$ cat config.mk
export PLATFORM = sky130hd
export DESIGN_NAME = addsub_cond_unit
export DESIGN_NICKNAME = d
export VERILOG_FILES = /design/src/rtl/addsub_cond_pkg.sv /design/src/rtl/addsub_core.sv /design/src/rtl/cond_select.sv /design/src/rtl/addsub_cond_unit.sv
export SDC_FILE = /design/constraint.sdc
export NUM_CORES = 1
export LEC_CHECK = 0
export ABC_AREA = 1
export BUFFER_PORTS_ARGS = -buffer_cell sky130_fd_sc_hd__buf_4
export CORE_ASPECT_RATIO = 0.5
export CORE_MARGIN = 1
export CORE_UTILIZATION = 50
export DETAILED_ROUTE_END_ITERATION = 6
export PLACE_DENSITY = 0.79
export SLEW_MARGIN = 20
export SYNTH_ARGS = -nofsm -noshare
export SYNTH_HDL_FRONTEND = slang
export SYNTH_HIERARCHICAL = 1
export SYNTH_SLANG_ARGS = --single-unit
$ cat constraint.sdc
create_clock -name clk -period 0.8 [get_ports clk]
set_input_delay 0.2 -clock clk [delete_from_list [all_inputs] [get_ports clk]]
set_output_delay 0.2 -clock clk [all_outputs]
set_load 0.02 [all_outputs]
$ cat src/rtl/addsub_cond_pkg.sv
package addsub_cond_pkg;

    typedef enum logic [2:0] {
        SEL_NEVER      = 3'd0,
        SEL_ZERO       = 3'd1,
        SEL_SLT        = 3'd2,
        SEL_SLE        = 3'd3,
        SEL_NOCARRY    = 3'd4,
        SEL_NOCARRY_EQ = 3'd5,
        SEL_OVF        = 3'd6,
        SEL_ODD        = 3'd7
    } cond_sel_e;

    typedef struct packed {
        logic neg;
        logic zero;
        logic cout;
        logic ovf;
        logic odd;
    } alu_flags_t;

    localparam int unsigned COND_W = 4;

endpackage

$ cat src/rtl/addsub_core.sv
module addsub_core #(
    parameter int unsigned WIDTH = 32
) (
    input  logic             op_sub,
    input  logic [WIDTH-1:0] a,
    input  logic [WIDTH-1:0] b,
    output logic [WIDTH-1:0] sum,
    output addsub_cond_pkg::alu_flags_t flags
);
    localparam int unsigned MSB = WIDTH - 1;

    logic [WIDTH-1:0] b_eff;
    logic [WIDTH:0]   wide;

    always_comb begin
        b_eff = op_sub ? ~b : b;
        wide  = {1'b0, a} + {1'b0, b_eff} + {{WIDTH{1'b0}}, op_sub};
        sum   = wide[WIDTH-1:0];

        flags.cout = wide[WIDTH];
        flags.neg  = wide[MSB];
        flags.zero = ~|wide[WIDTH-1:0];
        flags.odd  = wide[0];
        flags.ovf  = (a[MSB] == b_eff[MSB]) && (wide[MSB] != a[MSB]);
    end
endmodule

$ cat src/rtl/cond_select.sv
module cond_select (
    input  logic [addsub_cond_pkg::COND_W-1:0] cond,
    input  addsub_cond_pkg::alu_flags_t        flags,
    output logic                               taken
);
    import addsub_cond_pkg::*;

    cond_sel_e sel;
    logic      base;
    logic      lt_s;

    always_comb begin
        sel  = cond_sel_e'(cond[COND_W-1:1]);
        lt_s = flags.neg ^ flags.ovf;
        unique case (sel)
            SEL_NEVER:      base = 1'b0;
            SEL_ZERO:       base = flags.zero;
            SEL_SLT:        base = lt_s;
            SEL_SLE:        base = lt_s | flags.zero;
            SEL_NOCARRY:    base = ~flags.cout;
            SEL_NOCARRY_EQ: base = ~flags.cout | flags.zero;
            SEL_OVF:        base = flags.ovf;
            SEL_ODD:        base = flags.odd;
            default:        base = 1'b0;
        endcase
        taken = base ^ cond[0];
    end
endmodule

$ cat src/rtl/addsub_cond_unit.sv
module addsub_cond_unit #(
    parameter int unsigned WIDTH = 32
) (
    input  logic             clk,
    input  logic             rst_n,
    input  logic             op_valid,
    input  logic             op_sub,
    input  logic [WIDTH-1:0] a,
    input  logic [WIDTH-1:0] b,
    input  logic [3:0]       cond,
    output logic             out_valid,
    output logic [WIDTH-1:0] res,
    output logic             carry,
    output logic             ovf,
    output logic             cond_true
);
    import addsub_cond_pkg::*;

    typedef struct packed {
        logic             valid;
        logic [WIDTH-1:0] res;
        logic             carry;
        logic             ovf;
        logic             taken;
    } stage_t;

    localparam stage_t STAGE_RST = '0;

    logic [WIDTH-1:0] sum_w;
    alu_flags_t       flags_w;
    logic             taken_w;
    stage_t           st_d;
    stage_t           st_q;

    addsub_core #(.WIDTH(WIDTH)) u_core (
        .op_sub (op_sub),
        .a      (a),
        .b      (b),
        .sum    (sum_w),
        .flags  (flags_w)
    );

    cond_select u_cond (
        .cond  (cond),
        .flags (flags_w),
        .taken (taken_w)
    );

    always_comb begin
        st_d       = st_q;
        st_d.valid = op_valid;
        if (op_valid) begin
            st_d.res   = sum_w;
            st_d.carry = flags_w.cout;
            st_d.ovf   = flags_w.ovf;
            st_d.taken = taken_w;
        end
    end

    always_ff @(posedge clk or negedge rst_n) begin
        if (!rst_n) st_q <= STAGE_RST;
        else        st_q <= st_d;
    end

    assign out_valid = st_q.valid;
    assign res       = st_q.res;
    assign carry     = st_q.carry;
    assign ovf       = st_q.ovf;
    assign cond_true = st_q.taken;
endmodule

==> out/qor.yml, run 1 <==
run_status:
  tool.error: "[ERROR DPL-0038] Utilization greater than 100%, impossible to legalize"
  status: "aborted with a tool error"
  haltStage: "5_1_grt"
clocking:
  cts_buffers: 5
  cts_buffer_depth: 2
  clkSinkCount: 36
  cts_htree_levels: 2
  cts_root_buffer: "clkbuf_16"
synthesis:
  synth_edf_count: 0
  yosys.area.top_type: "nand2_1"
  yosysTopAreaCellShare_pct: 24.0
  syn_area_per_cell_sq_um: 6.06
  syn_inst: 717
  synth_ff_type: "dfrtp_1"
  yosysMostFrequentCell: "nand2_1"
  synthesis.nets: 824
  yosysSeqAreaShare_pct: 20.7
  yosys_warnings: 6
  synth_area_leaders: "nand2_1, dfrtp_1, ha_1"
  synth_common_cells: "nand2_1, inv_1, nor2_1"
  synth.cell_area_sq_um: 4340
  synth_async_sr_flop_share_pct: 100
  synth-seq-cells: 36
  ys_types: 34
die:
  rows: 23
  num_io_pins: 108
  die_x_um: 134
  initial_utilization_pct: 52.9
  fp.dieH_um: 67.9
sta:
  grt_worst_setup_endpoint: "cond_true$_DFFE_PN0P_/D"
  endpoint_type: "register input"
placed_design:
  place_hpwl_um: 11300
  place_area_sq_um: 6070
  place.gp.congestion: 0.984
  portBuffers: 107
grt:
  grt_max_degree: 37
-- per-stage QoR --
stage	worst slack, ns	std cells	utilization (%)	hold slack [ns]
2_1_floorplan	-1.84	717	-	-0.0956
3_3_place_gp	-2.21	1025	74.0	0.173
3_5_place_dp	-2.27	1025	74.0	0.175
4_1_cts	-1.77	1082	89.7	0.255
-- what timing repair did --
action	in CTS
pin swaps	64
setup buffers	50
gates cloned	2
hold buffers	1
hold endpoints to repair	36
setup endpoints to repair	71
resized for setup	223
-- cells by family after synthesis --
logic type,synth area share [%]
buffers and inverters,12.8
XOR/XNOR,7.67
adder cells (fa/ha/maj),10.3
flip-flops,20.7
AND/OR/NAND/NOR,41.4
AO/OA/AOI/OAI,7.12
==> run 2: changes to the inputs <==
Settings changed: CORE_ASPECT_RATIO 0.5 to not set, CORE_UTILIZATION 50 to 40, PLACE_DENSITY 0.79 to not set, PLACE_DENSITY_LB_ADDON set to 0.15.
Clock period 0.8 ns to 1 ns, I/O delays scaled along.
==> run 2 against run 1 <==
  * The flow now finishes, with violations (setup timing)
  * Synthesized cell count unchanged
  * Area after synthesis unchanged
==> out/qor.yml, run 2 <==
synthesis:
  yosysMostFrequentCell: "nand2_1"
  syn_inst: 717
  synth_ff_type: "dfrtp_1"
  ys_types: 34
  synth_edf_count: 0
  yosysTopAreaCellShare_pct: 24.0
  synth-seq-cells: 36
  synthesis.nets: 824
  synth_async_sr_flop_share_pct: 100
  syn_area_per_cell_sq_um: 6.06
  yosys_warnings: 6
  yosys.area.top_type: "nand2_1"
  synth_common_cells: "nand2_1, inv_1, nor2_1"
  synth.cell_area_sq_um: 4340
  synth_area_leaders: "nand2_1, dfrtp_1, ha_1"
  yosysSeqAreaShare_pct: 20.7
route:
  drc: 0
  met1_length_um: 7080
  met2_length_um: 8500
  ant_nets: 0
  avgRoutedWirePerCell_um: 14.9
  dr.pass1.iters: 4
  via_count: 5627
  routed.top_layer: "met4"
  wirelength_um: 17000
  drt_iter0_drc: 223
  via_per_inst: 4.94
  met3_length_um: 735
run_status:
  violations: "setup timing"
  status: "complete, but fails checks"
worst_setup_path:
  end_kind: "register"
  rr_startpoint: "cond_true$_DFFE_PN0P_"
  crit_start: "op_sub"
  critPathKind: "input port to register"
  start_kind: "input port"
  arrival_ns: 2.93
  cp.required_ns: 1.19
  worst-path-max-fanout: 8
sta:
  rsz0062_at_grt: "true"
  slew_headroom_pct: 70.3
  max_clock_freq_mhz: 364
  tightestPinTransition_ns: 0.446
  slew_viol_final: 0
  finalCriticalPeriod_ns: 2.75
  clock_skew_ns: 0
  final.period_utilization_pct: 275
  fin_ws_ns: -1.75
  setup_violations: 70
  final-hold-violation-count: 0
job:
  maxCapViolCount: 0
final_layout:
  finalNetCount: 1110
  diodes: 0
  area_growth_pct: 90.9
  stdcell_area_sq_um: 8290
  largest_reg_flops: 32
  drive_above_1_share_pct: 58.2
  final_cell_mix: "buf_4, nand2_1, nand2_2, inv_1, buf_6"
  final_common_cell: "buf_4"
clocking:
  clock_latency_ns: 0.29
  clkSinkCount: 36
  cts_tree: "built"
  path_clk_slew_ns: 0.07
  cts_buffer_depth: 2
  cts_htree_levels: 2
  cts_buffers: 5
  cts_root_buffer: "clkbuf_8"
placed_design:
  place.gp.congestion: 0.888
  place_area_sq_um: 6150
  place_hpwl_um: 10500
  portBuffers: 107
die:
  fp.dieH_um: 106
  core_sq_um: 10400
  num_io_pins: 108
  die_x_um: 106
  initial_utilization_pct: 41.7
  rows: 37
  fp.dieArea_sq_um: 11300
grt:
  grt_first_pass_wirelength_um: 23000
  grt.total_usage_pct: 24.9
  grt_pass1_vias: 5189
  grt_max_degree: 37
  antenna_found_initial: 0
  grt_overflow_total: 0
power_and_ir_drop:
  power_mw: 11.2
  power_density_nw_per_um2: 1350
  p_leak_nw: 4.34
  vdd.ir_drop.worst_mv: 0.969
min_path:
  hold_class: "input port to register"
  hold_path.startpoint: "cond[0]"
-- run 2: cell counts after synthesis --
No cell type changed its count.
-- run 2: what timing repair did --
| action | in CTS | in global routing |
|---|---|---|
| setup buffers | 47 | 28 |
| endpoints found under the hold margin | 36 | 0 |
| pin swaps | 69 | 132 |
| hold buffers | 1 | 0 |
| setup endpoints to repair | 70 | 71 |
| gates resized for setup | 181 | 192 |
| gates cloned | 1 | 2 |
-- run 2: cells by family (layout without fill, tap and decap cells) --
kind of cell               count (synthesis)  after routing  share of synthesized area, %
and+or+nand+nor                          423            423                          41.4
buffers and inverters                    130            417                          12.8
AOI/OAI and AO/OA                         55             55                          7.12
xor gates and xnor gates                  38             38                          7.67
DFF                                       36             36                          20.7
adders and majority gates                 35             35                          10.3
-- run 2: metrics by stage --
stage / util, % / setup WS (ns) / TNS (ns) / hold slack (ns) / instances
global placement: 59.1 / -2.14 / -44.13 / 0.223 / 1058
CTS: 69.2 / -1.57 / -33.57 / 0.261 / 1112
floorplan: - / -1.69 / -30.87 / -0.0456 / 717
finish: 79.6 / -1.75 / -35.83 / 0.269 / 1140
detailed placement: 59.1 / -2.09 / -44.79 / 0.228 / 1058
global route: 79.6 / -1.92 / -40.01 / 0.289 / 1140
-- run 2: power by group --
| part | internal (mW) | switching, mW | total, mW |
|---|---|---|---|
| clock | 0.549 | 0.520 | 1.07 |
| sequential | 1.78 | 0.238 | 2.01 |
| combinational | 4.04 | 4.10 | 8.15 |
| total | 6.37 | 4.86 | 11.2 |
-- run 2: worst max-delay path, stage by stage --
cell,delay [ns]
buf_12,0.13
buf_12,0.16
xor2_4,0.16
ha_4,0.33
buf_4,0.13
nand2_1,0.07
nor2_1,0.17
nand3_1,0.16
nand3_4,0.14
nand3_2,0.11
nand3_2,0.09
nand2_2,0.09
nor2_2,0.11
nand3_1,0.09
nor2_1,0.14
nand2_1,0.08
nor2_2,0.10
nand2_1,0.07
nand2_2,0.07
nand2_2,0.06
nand2_2,0.07
nand2_1,0.04
nand2_1,0.06
nand2_1,0.05
-- run 2: cell type report --
type / count / area, sq um
multi-input cells: 551 / 4170
repair buffers: 292 / 2510
fillers: 678 / 2130
flip-flops and latches: 36 / 901
inverters: 117 / 449
well taps: 136 / 170
clock buffers: 6 / 82.6
clock inverters: 2 / 10.0
-- run 2: worst paths after layout --
check / endpoint / slack (ns) / cells after the start
max: cond_true$_DFFE_PN0P_ / -1.75 / 24
min: cond_true$_DFFE_PN0P_ / 0.27 / 5
max reg2reg: cond_true$_DFFE_PN0P_ / 0.12 / 4
min reg2reg: res[22]$_DFFE_PN0P_ / 0.50 / 2
max in group asynchronous: res[25]$_DFFE_PN0P_ / 0.24 / 2
min in group asynchronous: res[2]$_DFFE_PN0P_ / 0.44 / 2
-- run 2: layer usage --
| layer | vias to the layer above | track usage, % |
|---|---|---|
| li1 | 2762 | - |
| met1 | 2612 | 32.7 |
| met2 | 199 | 42.3 |
| met3 | 54 | 2.21 |
| met4 | 0 | 8.93 |
| met5 | - | 0 |
No activity file was read; power rests on OpenSTA's default activity.
